$ cat config.mk
export PLATFORM = sky130hd
export DESIGN_NAME = indirect_wr_port
export DESIGN_NICKNAME = d
export VERILOG_FILES = /design/src/rtl/iwp_pkg.sv /design/src/rtl/iwp_ctrl_file.sv /design/src/rtl/iwp_tbl_fwd.sv /design/src/rtl/iwp_rsp_fwd.sv /design/src/rtl/indirect_wr_port.sv
export SDC_FILE = /design/constraint.sdc
export NUM_CORES = 1
export LEC_CHECK = 0
export BUFFER_PORTS_ARGS = -buffer_cell sky130_fd_sc_hd__buf_2
export CAP_MARGIN = 25
export CORE_AREA = 2 2 254 256
export DETAILED_ROUTE_END_ITERATION = 10
export DIE_AREA = 0 0 256 258
export PLACE_DENSITY = 0.66
export SETUP_SLACK_MARGIN = 0.2
export SLEW_MARGIN = 15
export SYNTH_ARGS = -nofsm -noshare
export SYNTH_HDL_FRONTEND = slang
export SYNTH_HIERARCHICAL = 1
export SYNTH_SLANG_ARGS = --single-unit
$ cat constraint.sdc
create_clock -name clk -period 3.8 [get_ports clk]
set_clock_uncertainty 0.05 [all_clocks]
set_input_delay 0.19 -clock clk [delete_from_list [all_inputs] [get_ports clk]]
set_output_delay 0.19 -clock clk [all_outputs]
set_load 0.02 [all_outputs]
$ cat src/rtl/iwp_pkg.sv
package iwp_pkg;
  localparam int WORD_W = 32;
  localparam int OFF_W  = 16;

  typedef struct packed {
    logic              en;
    logic [WORD_W-1:0] val;
  } addr_upd_t;
endpackage

$ cat src/rtl/iwp_ctrl_file.sv
module iwp_ctrl_file
  import iwp_pkg::*;
#(
  parameter int NREG      = 16,
  parameter int IDX_TADDR = 0,
  parameter int IDX_RADDR = 2,
  parameter int IDX_SYNC  = 4,
  localparam int CAW      = $clog2(NREG)
) (
  input  logic              clk,
  input  logic              rst,
  input  logic              bus_we,
  input  logic [CAW-1:0]    bus_waddr,
  input  logic [WORD_W-1:0] bus_wdata,
  input  logic [CAW-1:0]    bus_raddr,
  input  addr_upd_t         upd_tbl,
  input  addr_upd_t         upd_rsp,
  input  logic [WORD_W-1:0] sync_clr,
  output logic [WORD_W-1:0] bus_rdata,
  output logic [NREG-1:0]   written,
  output logic [WORD_W-1:0] taddr_q,
  output logic [WORD_W-1:0] raddr_q,
  output logic [WORD_W-1:0] sync_q
);
  logic [WORD_W-1:0] regs [NREG];

  always_ff @(posedge clk) begin
    if (rst) begin
      for (int i = 0; i < NREG; i++) regs[i] <= '0;
      written   <= '0;
      bus_rdata <= '0;
    end else begin
      if (bus_we) begin
        regs[bus_waddr]    <= bus_wdata;
        written[bus_waddr] <= 1'b1;
      end
      if (upd_tbl.en) regs[IDX_TADDR] <= upd_tbl.val;
      if (upd_rsp.en) regs[IDX_RADDR] <= upd_rsp.val;
      if (|sync_clr)  regs[IDX_SYNC]  <= regs[IDX_SYNC] & ~sync_clr;
      bus_rdata <= regs[bus_raddr];
    end
  end

  assign taddr_q = regs[IDX_TADDR];
  assign raddr_q = regs[IDX_RADDR];
  assign sync_q  = regs[IDX_SYNC];

  AST_WRITTEN_SET: assert property (@(posedge clk) disable iff (rst)
    bus_we |=> written[$past(bus_waddr)]);
endmodule

$ cat src/rtl/iwp_tbl_fwd.sv
module iwp_tbl_fwd
  import iwp_pkg::*;
#(
  parameter int TBL_DEPTH = 8,
  localparam int TAW      = (TBL_DEPTH > 1) ? $clog2(TBL_DEPTH) : 1
) (
  input  logic              clk,
  input  logic              rst,
  input  logic              trig,
  input  logic [WORD_W-1:0] data,
  input  logic [WORD_W-1:0] addr_q,
  output addr_upd_t         upd,
  output logic              tbl_we,
  output logic [TAW-1:0]    tbl_waddr,
  output logic [WORD_W-1:0] tbl_wdata,
  output logic              tbl_err
);
  logic in_range;

  assign in_range = addr_q < WORD_W'(TBL_DEPTH);

  always_comb begin
    upd.en  = trig && in_range;
    upd.val = addr_q + WORD_W'(1);
  end

  always_ff @(posedge clk) begin
    if (rst) begin
      tbl_we    <= 1'b0;
      tbl_waddr <= '0;
      tbl_wdata <= '0;
      tbl_err   <= 1'b0;
    end else begin
      tbl_we  <= trig && in_range;
      tbl_err <= trig && !in_range;
      if (trig && in_range) begin
        tbl_waddr <= addr_q[TAW-1:0];
        tbl_wdata <= data;
      end
    end
  end

  AST_TBL_EXCL: assert property (@(posedge clk) disable iff (rst)
    !(tbl_we && tbl_err));
endmodule

$ cat src/rtl/iwp_rsp_fwd.sv
module iwp_rsp_fwd
  import iwp_pkg::*;
#(
  parameter int RSP_DEPTH = 1024
) (
  input  logic              clk,
  input  logic              rst,
  input  logic              trig,
  input  logic [WORD_W-1:0] data,
  input  logic [WORD_W-1:0] addr_q,
  output addr_upd_t         upd,
  output logic              rsp_we,
  output logic [OFF_W-1:0]  rsp_waddr,
  output logic [OFF_W-1:0]  rsp_wflags,
  output logic [WORD_W-1:0] rsp_wdata
);
  logic [OFF_W-1:0] off;
  logic [OFF_W-1:0] flags;
  logic             in_range;

  assign off      = addr_q[OFF_W-1:0];
  assign flags    = addr_q[WORD_W-1:OFF_W];
  assign in_range = WORD_W'(off) < WORD_W'(RSP_DEPTH);

  always_comb begin
    upd.en  = trig;
    upd.val = {flags, off + OFF_W'(1)};
  end

  always_ff @(posedge clk) begin
    if (rst) begin
      rsp_we     <= 1'b0;
      rsp_waddr  <= '0;
      rsp_wflags <= '0;
      rsp_wdata  <= '0;
    end else begin
      rsp_we <= trig && in_range;
      if (trig && in_range) begin
        rsp_waddr  <= off;
        rsp_wflags <= flags;
        rsp_wdata  <= data;
      end
    end
  end

  AST_RSP_RANGE: assert property (@(posedge clk) disable iff (rst)
    rsp_we |-> WORD_W'(rsp_waddr) < WORD_W'(RSP_DEPTH));
endmodule

$ cat src/rtl/indirect_wr_port.sv
module indirect_wr_port
  import iwp_pkg::*;
#(
  parameter int NREG      = 16,
  parameter int TBL_DEPTH = 8,
  parameter int RSP_DEPTH = 1024,
  parameter int IDX_TADDR = 0,
  parameter int IDX_TDATA = 1,
  parameter int IDX_RADDR = 2,
  parameter int IDX_RDATA = 3,
  parameter int IDX_SYNC  = 4,
  parameter int IDX_CLR1  = 5,
  parameter int IDX_CLR2  = 6,
  localparam int CAW      = $clog2(NREG),
  localparam int TAW      = (TBL_DEPTH > 1) ? $clog2(TBL_DEPTH) : 1
) (
  input  logic              clk,
  input  logic              rst,
  input  logic              gen_new,
  input  logic              bus_we,
  input  logic [CAW-1:0]    bus_waddr,
  input  logic [31:0]       bus_wdata,
  input  logic [CAW-1:0]    bus_raddr,
  output logic [31:0]       bus_rdata,
  output logic [NREG-1:0]   ctl_written,
  output logic              tbl_we,
  output logic [TAW-1:0]    tbl_waddr,
  output logic [31:0]       tbl_wdata,
  output logic              tbl_err,
  output logic              rsp_we,
  output logic [15:0]       rsp_waddr,
  output logic [15:0]       rsp_wflags,
  output logic [31:0]       rsp_wdata
);
  addr_upd_t         upd_tbl, upd_rsp;
  logic [WORD_W-1:0] taddr_q, raddr_q, sync_q, sync_clr;
  logic              trig_tbl, trig_rsp;

  assign trig_tbl = bus_we && (bus_waddr == CAW'(IDX_TDATA));
  assign trig_rsp = bus_we && (bus_waddr == CAW'(IDX_RDATA));

  always_comb begin
    sync_clr = '0;
    if (gen_new && bus_we && bus_waddr == CAW'(IDX_CLR1)) sync_clr[1] = 1'b1;
    if (gen_new && bus_we && bus_waddr == CAW'(IDX_CLR2)) sync_clr[2] = 1'b1;
  end

  iwp_ctrl_file #(
    .NREG(NREG), .IDX_TADDR(IDX_TADDR), .IDX_RADDR(IDX_RADDR), .IDX_SYNC(IDX_SYNC)
  ) u_ctrl (
    .clk(clk), .rst(rst), .bus_we(bus_we), .bus_waddr(bus_waddr),
    .bus_wdata(bus_wdata), .bus_raddr(bus_raddr), .upd_tbl(upd_tbl),
    .upd_rsp(upd_rsp), .sync_clr(sync_clr), .bus_rdata(bus_rdata),
    .written(ctl_written), .taddr_q(taddr_q), .raddr_q(raddr_q), .sync_q(sync_q)
  );

  iwp_tbl_fwd #(.TBL_DEPTH(TBL_DEPTH)) u_tbl (
    .clk(clk), .rst(rst), .trig(trig_tbl), .data(bus_wdata), .addr_q(taddr_q),
    .upd(upd_tbl), .tbl_we(tbl_we), .tbl_waddr(tbl_waddr),
    .tbl_wdata(tbl_wdata), .tbl_err(tbl_err)
  );

  iwp_rsp_fwd #(.RSP_DEPTH(RSP_DEPTH)) u_rsp (
    .clk(clk), .rst(rst), .trig(trig_rsp), .data(bus_wdata), .addr_q(raddr_q),
    .upd(upd_rsp), .rsp_we(rsp_we), .rsp_waddr(rsp_waddr),
    .rsp_wflags(rsp_wflags), .rsp_wdata(rsp_wdata)
  );

  AST_TBL_FWD: assert property (@(posedge clk) disable iff (rst)
    (trig_tbl && taddr_q < 32'(TBL_DEPTH)) |=> tbl_we && tbl_wdata == $past(bus_wdata));
  AST_TBL_ADDR_INC: assert property (@(posedge clk) disable iff (rst)
    (trig_tbl && taddr_q < 32'(TBL_DEPTH)) |=> taddr_q == $past(taddr_q) + 32'd1);
  AST_TBL_DROP: assert property (@(posedge clk) disable iff (rst)
    (trig_tbl && taddr_q >= 32'(TBL_DEPTH)) |=> tbl_err && !tbl_we && $stable(taddr_q));
  AST_RSP_STEP: assert property (@(posedge clk) disable iff (rst)
    trig_rsp |=> raddr_q[31:16] == $past(raddr_q[31:16]) &&
                 raddr_q[15:0] == $past(raddr_q[15:0]) + 16'd1);
  AST_SYNC_CLR: assert property (@(posedge clk) disable iff (rst)
    (gen_new && bus_we && bus_waddr == CAW'(IDX_CLR1)) |=> !sync_q[1]);
  AST_NO_SPURIOUS: assert property (@(posedge clk) disable iff (rst)
    !(trig_tbl || trig_rsp) |=> !tbl_we && !tbl_err && !rsp_we);
endmodule

# Word level (Yosys, flattened, before mapping)

Memory sizes are Yosys's and may differ from the RTL's. A register that Yosys moved wholly into a read port is not among the register bits.
Cells that the tools add are included.

Bits in latches: 0
Bits of input ports: 44
Memories kept: 1
Output and inout port bits: 150
Bits in read-only memories: 0
Register bits after elaboration: 118
Bits in writable memories: 512
Logic and storage cells: 62

Memories:

| memory      | words | bits a word | rd ports | clocked after Yosys merged registers in | wr ports | RTL line            | source |
|---|---|---|---|---|---|---|---|
| u_ctrl.regs | 16    | 32          | 4        | 1                                       | 16       | iwp_ctrl_file.sv:25 | `logic [WORD_W-1:0] regs [NREG];` |

Muxes and demuxes: 24
Shift-type cells: 0
Divide/modulo/power cells: 0
Bitwise logic cells: 6
Order comparisons: 4
$mul: 0
$add $sub $neg: 2
Equal/unequal tests: 4
Reductions and logical operators: 12

Operator list:

| cell                    | count |
|---|---|
| $mux W32                | 4 |
| $add A32 B1 Y32 const B | 1 |
| $and A32 B32 Y32        | 1 |
| $lt A32 B4 Y1 const B   | 1 |
| $not A3 Y32             | 1 |
| $reduce_or A32 Y1       | 1 |
| $mux W1                 | 18 |
| $add A16 B1 Y16 const B | 1 |
| $lt A16 B11 Y1 const B  | 1 |
| $or A16 B16 Y16         | 1 |
| $logic_and A1 B1 Y1     | 9 |
| $eq A4 B3 Y1 const B    | 2 |
| $lt A4 B5 Y1 const B    | 1 |
| $demux W1 S4            | 1 |
| $eq A4 B1 Y1 const B    | 1 |
| $eq A4 B2 Y1 const B    | 1 |
| $ge A4 B1 Y1 const B    | 1 |
| $mux W4                 | 1 |
| $or A1 B1 Y1            | 3 |
| $reduce_or A2 Y1        | 1 |
| $logic_not A1 Y1        | 1 |

# Logic depth before layout (Yosys ltp)

Gate-level depths: netlist (run 1).

Depth after elaboration: 8
Mapped depth: 11
Mapped depth without buffers: 7

# Modules after synthesis

The synthesis (run 1) kept the hierarchy.

By module, submodules not included:

| module           | cells an instance | times used | area an instance (sq um) | seq. area each (sq um) |
|---|---|---|---|---|
| iwp_ctrl_file    | 1930              | 1          | 25633.3                  | 16335.7 |
| iwp_rsp_fwd      | 344               | 1          | 2861.5                   | 1301.2 |
| iwp_tbl_fwd      | 271               | 1          | 2125.8                   | 740.7 |
| indirect_wr_port | 8                 | 1          | 56.3                     | 0.0 |

# Worst setup path before layout (run 1)

No wires, ideal clock.

Kind: input-to-reg
Start point: input port bus_we
End point: memory u_ctrl.regs[13][0] (enable)
Setup slack: 336 ps
Required time: 3284 ps
Path buffers: 0
Data arrival time: 2948 ps
Library setup time: 466 ps
Cell stages on the path: 3
Cells stage by stage: nor2b_2 nand3_4 o21ai_0

RTL lines:

| item               | RTL line               | source |
|---|---|---|
| start: declaration | indirect_wr_port.sv:20 | `input logic bus_we,` |
| end: declaration   | iwp_ctrl_file.sv:25    |  |

==> results.sh, run 1 <==
export IMPL_status="finished, final reports clean"
export IMPL_final_hold_violation_count=0
export IMPL_synth_xor_area_share_pct=1.26
export IMPL_cp_num_buf_inv=2
export IMPL_vias_per_cell=5.90
export IMPL_wl_per_cell_um=24.9
export IMPL_synthCells=2553
export IMPL_min_path_type="in -> reg"
export IMPL_cts_sinks=662
export IMPL_synth_simple_area_share_pct=16.0
export IMPL_cp_start_kind="register"
export IMPL_tightest_slew_ns=1.07
export IMPL_grt_pass1_vias=21109
export IMPL_crit_slowest_cell="nor4_1"
export IMPL_max_vdd_ir_drop_mv=0.387
export IMPL_drive_gt1_share_pct=15.6
export IMPL_ioPinCount=194
export IMPL_power_switching_uw=3850
export IMPL_clk_pin_slew_ns=0.06
export IMPL_design_die_area_um2=66000
export IMPL_grt_pass1_wl_mm=135
export IMPL_synth_compound_area_share_pct=8.70
export IMPL_worstPathArrival_ns=3.05
export IMPL_rows=93
export IMPL_p_sw_share_pct=23.8
export IMPL_tns_ns=0
export IMPL_synth_top_family_by_area="simple AND/OR/NAND/NOR gates"
export IMPL_synth_area_mux_share_pct=9.53
export IMPL_intPower_uw=12300
export IMPL_synth_area_um2=30700
export IMPL_crit_type="reg -> reg"
export IMPL_drt_first_pass_iters=6
export IMPL_maxSlewViolCount=0
export IMPL_seq_power_share_pct=51.2
export IMPL_drt_total_wl_mm=90.4
export IMPL_dp_hpwl_mm=56.0
export IMPL_drt_iter0_drc=2467
export IMPL_gp_congestion=0.863
export IMPL_crit_fanout=37
export IMPL_htreeDepth=3
export IMPL_grt_max_degree=106
export IMPL_max_cap_viol_count=0
export IMPL_cts_buffer_depth=3
export IMPL_cp_cell_sequence="nor4_1, nand4_1, buf_4, nor2_1, nor2_1, nand2_1, buf_4"
export IMPL_syn_area_per_cell_um2=12.0
export IMPL_final_antenna_net_count=0
export IMPL_synth_edf_count=512
export IMPL_start_util_pct=48.2
export IMPL_cts_root_buf="clkbuf_16"
export IMPL_yosysUniqueCellTypes=59
export IMPL_cp_data_required_time_ns=4.00
export IMPL_rsz0062_at_grt="no"
export IMPL_fin_crit_ns=2.85
export IMPL_ys_warn_count=6
export IMPL_clock_power_share_pct=41.2
export IMPL_dr_total_vias=21424
export IMPL_period_share_pct=75.0
export IMPL_synthFlopType="edfxtp_1"
export IMPL_port_buffers=193
export IMPL_max_freq_mhz=351
export IMPL_drc=0
export IMPL_crit_path_end_kind="register"
export IMPL_path_delay_family="simple AND/OR/NAND/NOR gates"
export IMPL_cts_tree="yes"
export IMPL_die_w_um=256
export IMPL_post_cts_setup_buffers=0
export IMPL_setup_violations=0
export IMPL_die_h_um=258
export IMPL_synthArstFlopShare_pct=0
export IMPL_area_delta_synth_final_pct=13.8
export IMPL_worst_slack_ns=0.950
export IMPL_cts_buffers=71
export IMPL_relSlewSlack_pct=28.9
export IMPL_power_density_nw_per_um2=463
export IMPL_nets=2763
export IMPL_gr_usage_all_layers_pct=27.0
export IMPL_dp_slack_ns=0.821
export IMPL_synth_seq_cells=662
export IMPL_slowest_delay_ns=0.65
export IMPL_synth_fa_ha_area_share_pct=0.0816
export IMPL_p_comb_share_pct=7.7
export IMPL_core_area_um2=63600
export IMPL_grt_ovfl_total=0
export IMPL_p_leak_uw=0.0134
export IMPL_insertion_delay_ns=0.62
export IMPL_ys_seq_area_share_pct=59.9
export IMPL_antenna_found_initial=1
-- sequential cells by signal (all words and copies together), names as in the netlist --
register and cells:
u_tbl/tbl_waddr 3, u_tbl/tbl_wdata 32, u_ctrl/bus_rdata 32, u_tbl/tbl_err 1, u_tbl/tbl_we 1, u_rsp/rsp_wdata 32, u_ctrl/regs 512, u_ctrl/written 16
u_rsp/rsp_wflags 16, u_rsp/rsp_we 1, u_rsp/rsp_waddr 16
-- worst register-to-register path, stage by stage (launching register included) --
cell,delay (ns)
edfxtp_1,0.48
nor4_1,0.65
nand4_1,0.16
buf_4,0.28
nor2_1,0.30
nor2_1,0.08
nand2_1,0.08
buf_4,0.40
-- layer usage --
metal  vias up  wire length [µm]  GRT usage, %
met3       174              6740          3.80
met2      1025             44300          45.1
li1       9518                 -             -
met4         2              2820          9.55
met5         -                13             0
met1     10705             36500          36.1
-- placed cells by master, fill, tap and decap left out, drive strengths merged, types with 7 or more instances in the layout --
| cell | n |
|---|---|
| edfxtp | 512 |
| and2 | 417 |
| buf | 259 |
| mux2i | 256 |
| o21ai | 169 |
| nand2 | 162 |
| dfxtp | 150 |
| nand3 | 109 |
| clkbuf | 103 |
| a22oi | 96 |
| a21oi | 95 |
| conb | 60 |
| inv | 46 |
| nand4 | 45 |
| a22o | 32 |
| nor2 | 30 |
| xor2 | 29 |
| nor3 | 24 |
| nor4 | 21 |
| clkinv | 21 |
| o22ai | 16 |
| mux4 | 16 |
| a221oi | 16 |
| xnor2 | 15 |
| a21o | 14 |
| dlygate4sd3 | 11 |
| nor3b | 7 |
| and3 | 7 |
| and4 | 7 |
-- power by group through the flow --
stage               clock [µW]  sequential [µW]  combinational, µW
finish                    6650             8270               1240
global route              7040             8310               1310
floorplan                    0             8430                681
global placement             0             8410               1190
CTS                       6750             8270               1230
detailed placement           0             8430               1220
-- Yosys cell counts (3+ instances only) --
cell / n / area, µm²
edfxtp_1: 512 / 15400
and2_1: 417 / 2610
mux2i_1: 256 / 2560
nand2_1: 160 / 601
dfxtp_1: 150 / 3000
clkbuf_1: 115 / 432
nand3_1: 108 / 541
o21ai_0: 99 / 495
a22oi_1: 96 / 721
a21oi_1: 95 / 475
o21ai_1: 70 / 350
inv_1: 44 / 165
buf_4: 43 / 323
nand4_1: 43 / 269
buf_2: 38 / 190
a22o_1: 32 / 280
xor2_1: 29 / 254
clkbuf_2: 24 / 120
nor2_1: 22 / 82.6
nor3_1: 20 / 100
nor4_1: 20 / 125
a221oi_1: 16 / 140
mux4_2: 16 / 360
o22ai_1: 16 / 100
xnor2_1: 15 / 131
a21o_1: 14 / 105
buf_6: 11 / 124
buf_1: 7 / 26.3
nor3b_1: 7 / 52.6
and3_1: 5 / 31.3
and4_1: 5 / 43.8
nor2_4: 5 / 56.3
nor2b_1: 4 / 25.0
nand2b_4: 3 / 41.3
nor2_2: 3 / 18.8
nor3_4: 3 / 48.8
or2_2: 3 / 18.8
-- cells by family after synthesis --
| group | after synthesis |
|---|---|
| and+or+nand+nor | 852 |
| DFF | 662 |
| AOI/OAI and AO/OA | 438 |
| buffers and inverters | 282 |
| muxes | 272 |
| xor gates and xnor gates | 44 |
| adders and majority gates | 2 |
| other | 1 |
-- per-stage QoR --
stage	total power, µW	instance area (µm²)	hold WS, ns	std cells	util [%]
2_1_floorplan	9110	30900	0.288	2612	-
3_3_place_gp	9600	32400	0.381	3481	50.9
3_5_place_dp	9640	32500	0.385	3486	51.1
4_1_cts	16300	34800	0.00239	3626	54.8
5_1_grt	16700	34900	0.0273	3628	54.8
6_report	16200	34900	0.0186	3629	54.8
-- worst paths after layout --
check | start | end | slack, ns | cells past startpoint
worst min register to register | u_ctrl/written[1]$_SDFFE_PP0P_ | u_ctrl/written[1]$_SDFFE_PP0P_ | 0.40 | 1
worst max-delay path | u_ctrl/regs[0][9]$_DFFE_PP_ | u_ctrl/regs[0][6]$_DFFE_PP_ | 0.95 | 7
worst max register to register | u_ctrl/regs[0][9]$_DFFE_PP_ | u_ctrl/regs[0][6]$_DFFE_PP_ | 0.95 | 7
worst min-delay path | bus_wdata[21] | u_rsp/rsp_wdata[21]$_SDFFE_PP0P_ | 0.02 | 3
-- timing repair --
item                                   CTS  global route
endpoints found under the hold margin   19             0
hold buffers                            11             0
gates resized for setup                  0             0
-- layout make-up --
| cell class | count | area, µm² |
|---|---|---|
| clock inverters | 26 | 176 |
| repair buffers | 270 | 1700 |
| multi-input cells | 1668 | 11400 |
| clock buffers | 103 | 2050 |
| flip-flops and latches | 662 | 18400 |
| well taps | 855 | 1070 |
| fillers | 5360 | 28800 |
| inverters | 44 | 165 |
| diodes | 1 | 2.50 |
Power figures use the tool's default switching activity.
==> run 2, diff against run 1 <==
Settings changed: PLACE_DENSITY 0.66 to 0.69.
Clock period 3.8 ns to 2.4 ns, I/O delays scaled along.
==> run 2 against run 1 <==
Effect of this change:
- maximum frequency up 30%
- sequential power up 58%
- sequential cell count unchanged
- total power up 60%
- clock-buffer cell count up 5
- largest power group unchanged
==> results.sh, run 2 (synthesis results as in run 1) <==
export IMPL_status="finished, final reports clean"
export IMPL_drt_first_pass_iters=6
export IMPL_dr_total_vias=21814
export IMPL_htreeDepth=3
export IMPL_top_register="u_ctrl/regs"
export IMPL_drive_gt1_share_pct=17.4
export IMPL_design_die_area_um2=66000
export IMPL_cts_sinks=662
export IMPL_final_common_cell="edfxtp_1"
export IMPL_finalPower_uw=25800
export IMPL_area_delta_synth_final_pct=17.0
export IMPL_cts_buffers=72
export IMPL_layout_common_cells="edfxtp_1 (512), and2_1 (416), mux2i_1 (256)"
export IMPL_tightest_slew_ns=0.782
export IMPL_maxSlewViolCount=0
export IMPL_cts_tree="yes"
export IMPL_worstPathArrival_ns=2.61
export IMPL_drc=0
export IMPL_nets=2844
export IMPL_final_antenna_net_count=0
export IMPL_fin_crit_ns=2.19
export IMPL_p_leak_uw=0.0138
export IMPL_dp_slack_ns=0.0244
export IMPL_max_cap_viol_count=0
export IMPL_hold_ws_ns=0.0223
export IMPL_grt_pass1_vias=22020
export IMPL_worst_slack_ns=0.213
export IMPL_vias_per_cell=5.88
export IMPL_placed_area_um2=33200
export IMPL_grt_ovfl_total=0
export IMPL_gp_congestion=0.873
export IMPL_die_w_um=256
export IMPL_max_freq_mhz=457
export IMPL_core_area_um2=63600
export IMPL_largest_reg_flops=512
export IMPL_start_util_pct=48.2
export IMPL_gr_usage_all_layers_pct=27.0
export IMPL_antennaDiodeCount=0
export IMPL_rows=93
export IMPL_ioPinCount=194
export IMPL_crit_path_end_kind="register"
export IMPL_port_buffers=193
export IMPL_insertion_delay_ns=0.62
export IMPL_cp_start_kind="register"
export IMPL_grt_max_degree=73
export IMPL_final_hold_violation_count=0
export IMPL_rsz0062_at_grt="yes"
export IMPL_fin_util_pct=56.4
export IMPL_power_density_nw_per_um2=719
export IMPL_seq_area_um2=18400
export IMPL_crit_fanout=32
export IMPL_max_vdd_ir_drop_mv=0.450
export IMPL_dp_hpwl_mm=57.0
export IMPL_grt_pass1_wl_mm=136
export IMPL_setup_violations=0
export IMPL_die_h_um=258
export IMPL_multi_input_area_um2=11400
export IMPL_antenna_found_initial=1
export IMPL_n_fill_cell=5272
export IMPL_min_path_type="in -> reg"
export IMPL_wl_per_cell_um=24.5
export IMPL_fin_area_um2=35900
export IMPL_cts_root_buf="clkbuf_16"
export IMPL_crit_type="reg -> reg"
export IMPL_relSlewSlack_pct=47.8
export IMPL_cp_data_required_time_ns=2.83
export IMPL_drt_total_wl_mm=91.0
export IMPL_drt_iter0_drc=2508
export IMPL_clk_pin_slew_ns=0.06
export IMPL_period_share_pct=91.1
export IMPL_cts_buffer_depth=3
-- run 2: worst paths after layout --
path	from	end	slack [ns]	depth (start not counted)
max	u_ctrl/regs[0][5]$_DFFE_PP_	u_ctrl/regs[0][11]$_DFFE_PP_	0.21	7
min	bus_wdata[14]	u_tbl/tbl_wdata[14]$_SDFFE_PP0P_	0.02	3
max reg2reg	u_ctrl/regs[0][5]$_DFFE_PP_	u_ctrl/regs[0][11]$_DFFE_PP_	0.21	7
min reg2reg	u_ctrl/written[13]$_SDFFE_PP0P_	u_ctrl/written[13]$_SDFFE_PP0P_	0.40	1
-- run 2: area by class of cell --
class | instances | area share, %
Tap cell | 855 | 2.98
Multi-Input combinational cell | 1668 | 31.8
Clock buffer | 108 | 5.48
Timing Repair Buffer | 350 | 7.41
Inverter | 44 | 0.460
Clock inverter | 23 | 0.635
Sequential cell | 662 | 51.2
-- run 2: per-layer routing --
metal,routed length [µm],track usage [%],vias up
li1,-,-,9677
met1,36800,36.1,10853
met2,44100,44.8,1108
met3,6800,3.58,176
met4,3250,11.0,0
met5,0,0,-
-- run 2: report_power, final --
group          internal, µW  total [µW]  switching, µW  leakage (µW)
Sequential            12900       13100            222       0.00622
Combinational           710        2140           1430       0.00655
Clock                  6030       10600           4550       0.00107
-- run 2: repair_timing --
item,CTS,global route
hold buffers,32,0
setup endpoints to repair,64,69
setup buffers,1,7
resized for setup,8,5
cloned,0,0
pin swaps,3,5
endpoints found under the hold margin,67,0
-- run 2: per-stage QoR --
step / setup TNS (ns) / instances
after floorplan: -15.90 / 2612
after global placement: 0 / 3538
after detailed placement: 0 / 3539
after CTS: 0 / 3703
after global routing: 0 / 3710
final: 0 / 3710
-- run 2: critical path: stages (launching register included) --
cell and delay [ns]:
edfxtp_1 0.43, nor4_4 0.38, buf_4 0.19, nand4_1 0.18
nor2_4 0.21, nor2b_2 0.21, buf_12 0.20, a22o_1 0.18
==> run 3, diff against run 2 <==
Settings changed: ABC_AREA set to 1, CORE_AREA 2 2 254 256 to 2 2 261 263, DIE_AREA 0 0 256 258 to 0 0 263 265.
==> run 3 against run 2 <==
Effect of this change:
- core utilization shrank 0.23 points
- sequential share of layout area decreased by 2.2 points
- routed wire length is 5.0% higher
- first-iteration DRC count increased by 23%
- synthesized cell count is 54% higher
- combinational power is 15% higher
- register-to-register slack gained 0.06 ns
- worst setup slack improved by 0.058 ns
- via count up 24%
- clock-buffer cell count shrank 3
- clock power is 4% higher
- global-route usage decreased by 0.31 points
- critical endpoint is now u_ctrl/regs[0][14]$_DFFE_PP_
- largest power group unchanged
==> results.sh, run 3 <==
export IMPL_synth_edf_count=512
export IMPL_die_w_um=263
export IMPL_synth_commonest_cells="nand2_1 (1114), nor2_1 (694), edfxtp_1 (512)"
export IMPL_clk_pin_slew_ns=0.06
export IMPL_final_common_cell="nand2_1"
export IMPL_vias_per_cell=5.31
export IMPL_antenna_found_initial=1
export IMPL_synthTopCellsByArea="edfxtp_1 (47%), nand2_1 (13%), dfxtp_1 (9.2%), nor2_1 (8.0%), nand3_1 (7.4%)"
export IMPL_synth_top_area_share_pct=47.2
export IMPL_clock_power_share_pct=41.4
export IMPL_rows=95
export IMPL_drive_gt1_share_pct=12.7
export IMPL_crit_fanout=16
export IMPL_ys_warn_count=6
export IMPL_gr_usage_all_layers_pct=26.7
export IMPL_port_buffers=193
export IMPL_seq_power_share_pct=49.2
export IMPL_p_leak_uw=0.0171
export IMPL_tns_ns=0
export IMPL_yosysUniqueCellTypes=37
export IMPL_power_density_nw_per_um2=705
export IMPL_grt_pass1_wl_mm=144
export IMPL_gp_congestion=0.897
export IMPL_cts_tree="yes"
export IMPL_worstPathArrival_ns=2.43
export IMPL_grt_ovfl_total=0
export IMPL_relSlewSlack_pct=35.3
export IMPL_cp_start_kind="register"
export IMPL_crit_path_end_kind="register"
export IMPL_final_antenna_net_count=0
export IMPL_synth_seq_cells=662
export IMPL_synth_top_area_cell="edfxtp_1"
export IMPL_multi_input_area_um2=11400
export IMPL_crit_type="reg -> reg"
export IMPL_whs_path_depth=3
export IMPL_min_path_type="in -> reg"
export IMPL_core_area_um2=66800
export IMPL_ys_seq_area_share_pct=56.5
export IMPL_start_util_pct=48.7
export IMPL_max_freq_mhz=470
export IMPL_maxSlewViolCount=0
export IMPL_htreeDepth=3
export IMPL_finalPower_uw=26400
export IMPL_largest_reg_flops=512
export IMPL_grt_max_degree=90
export IMPL_syn_area_per_cell_um2=8.28
export IMPL_power_switching_uw=6620
export IMPL_tightest_slew_ns=0.969
export IMPL_max_vdd_ir_drop_mv=0.626
export IMPL_dr_total_vias=26995
export IMPL_yosysMostFrequentCell="nand2_1"
export IMPL_cts_sinks=662
export IMPL_insertion_delay_ns=0.63
export IMPL_max_cap_viol_count=0
export IMPL_area_delta_synth_final_pct=15.2
export IMPL_layout_common_cells="nand2_1 (1111), nor2_1 (691), edfxtp_1 (512)"
export IMPL_cp_data_required_time_ns=2.70
export IMPL_wl_per_cell_um=18.8
export IMPL_p_comb_share_pct=9.3
export IMPL_status="finished, final reports clean"
export IMPL_synth_area_um2=32600
export IMPL_intPower_uw=19800
export IMPL_fin_crit_ns=2.13
export IMPL_nets=4193
export IMPL_synthArstFlopShare_pct=0
export IMPL_reg2regPathDepth=12
export IMPL_rsz0062_at_grt="no"
export IMPL_drc=0
export IMPL_synthCells=3932
export IMPL_p_sw_share_pct=25.0
export IMPL_cts_root_buf="clkbuf_16"
export IMPL_setup_violations=0
export IMPL_design_die_area_um2=69700
export IMPL_drt_total_wl_mm=95.5
export IMPL_die_h_um=265
export IMPL_dp_hpwl_mm=58.9
export IMPL_grt_pass1_vias=25062
export IMPL_cts_buffer_depth=3
export IMPL_ioPinCount=194
export IMPL_top_register="u_ctrl/regs"
export IMPL_hold_ws_ns=0.0492
export IMPL_drt_first_pass_iters=7
export IMPL_fin_util_pct=56.2
export IMPL_drt_iter0_drc=3078
export IMPL_final_hold_violation_count=0
export IMPL_synthFlopType="edfxtp_1"
export IMPL_period_share_pct=88.7
export IMPL_n_fill_cell=6032
export IMPL_cts_buffers=73
export IMPL_seq_area_um2=18400
-- run 3: worst paths after layout --
path	slack (ns)	endpoint	startpoint
hold / removal	0.05	u_ctrl/written[0]$_SDFFE_PP0P_	rst
setup reg to reg	0.27	u_ctrl/regs[0][14]$_DFFE_PP_	u_ctrl/regs[0][16]$_DFFE_PP_
hold reg to reg	0.39	u_rsp/rsp_waddr[14]$_SDFFE_PP0P_	u_rsp/rsp_waddr[14]$_SDFFE_PP0P_
setup / recovery	0.27	u_ctrl/regs[0][14]$_DFFE_PP_	u_ctrl/regs[0][16]$_DFFE_PP_
-- run 3: logic make-up (layout without fill, tap and decap cells) --
family / count (synthesis) / count (layout) / share of synthesized area, %
AOI/OAI and AO/OA: 137 / 137 / 2.35
xor gates and xnor gates: 33 / 33 / 0.888
adders and majority gates: 2 / 2 / 0.0769
buffers and inverters: 699 / 914 / 9.32
DFF: 662 / 662 / 56.5
other: 1 / 61 / 0.0115
and+or+nand+nor: 2398 / 2398 / 30.9
-- run 3: repair_timing --
action | in CTS | in global routing
hold endpoints to repair | 65 | 0
gates resized for setup | 0 | 6
endpoints found under the setup margin | 0 | 44
buffers inserted | 0 | 9
hold buffers | 33 | 0
-- run 3: cell type report --
class	count	share of cell area, %
well taps	873	2.91
multi-input cells	2630	30.4
clock inverters	29	0.497
flip-flops and latches	662	49.0
inverters	426	4.29
clock buffers	105	5.74
diodes	1	0.00667
repair buffers	354	7.13
-- run 3: stage by stage --
step           instances  area [µm²]  setup slack [ns]
3_3_place_gp        4901       34700             0.375
2_1_floorplan       3991       32800             0.204
4_1_cts             5068       37400             0.307
6_report            5080       37500             0.271
5_1_grt             5079       37500             0.197
3_5_place_dp        4901       34700             0.294
-- run 3: power by group through the flow --
stage	sequential, µW	combinational (µW)	clock (µW)
global route	13100	2690	11500
detailed placement	13300	2370	0
CTS	13000	2430	11100
finish	13000	2470	11000
floorplan	13300	1410	0
global placement	13200	2360	0
-- run 3: worst max-delay path, cell delays in order (launching register included) --
cell,delay [ns]
edfxtp_1,0.39
nor2_1,0.13
nand2_1,0.09
nor2_1,0.17
nand2_2,0.11
nor2_8,0.13
nand2_1,0.09
inv_2,0.10
nor2_4,0.04
nand4_1,0.14
buf_12,0.14
clkbuf_16,0.17
o21ai_0,0.09
-- run 3: metal layers --
metal	vias up	global-route usage [%]	share of wire, %
li1	12822	-	-
met4	0	10.9	3.5
met5	-	0	0
met3	201	3.66	7.9
met2	1211	43.3	47
met1	12761	36.4	42
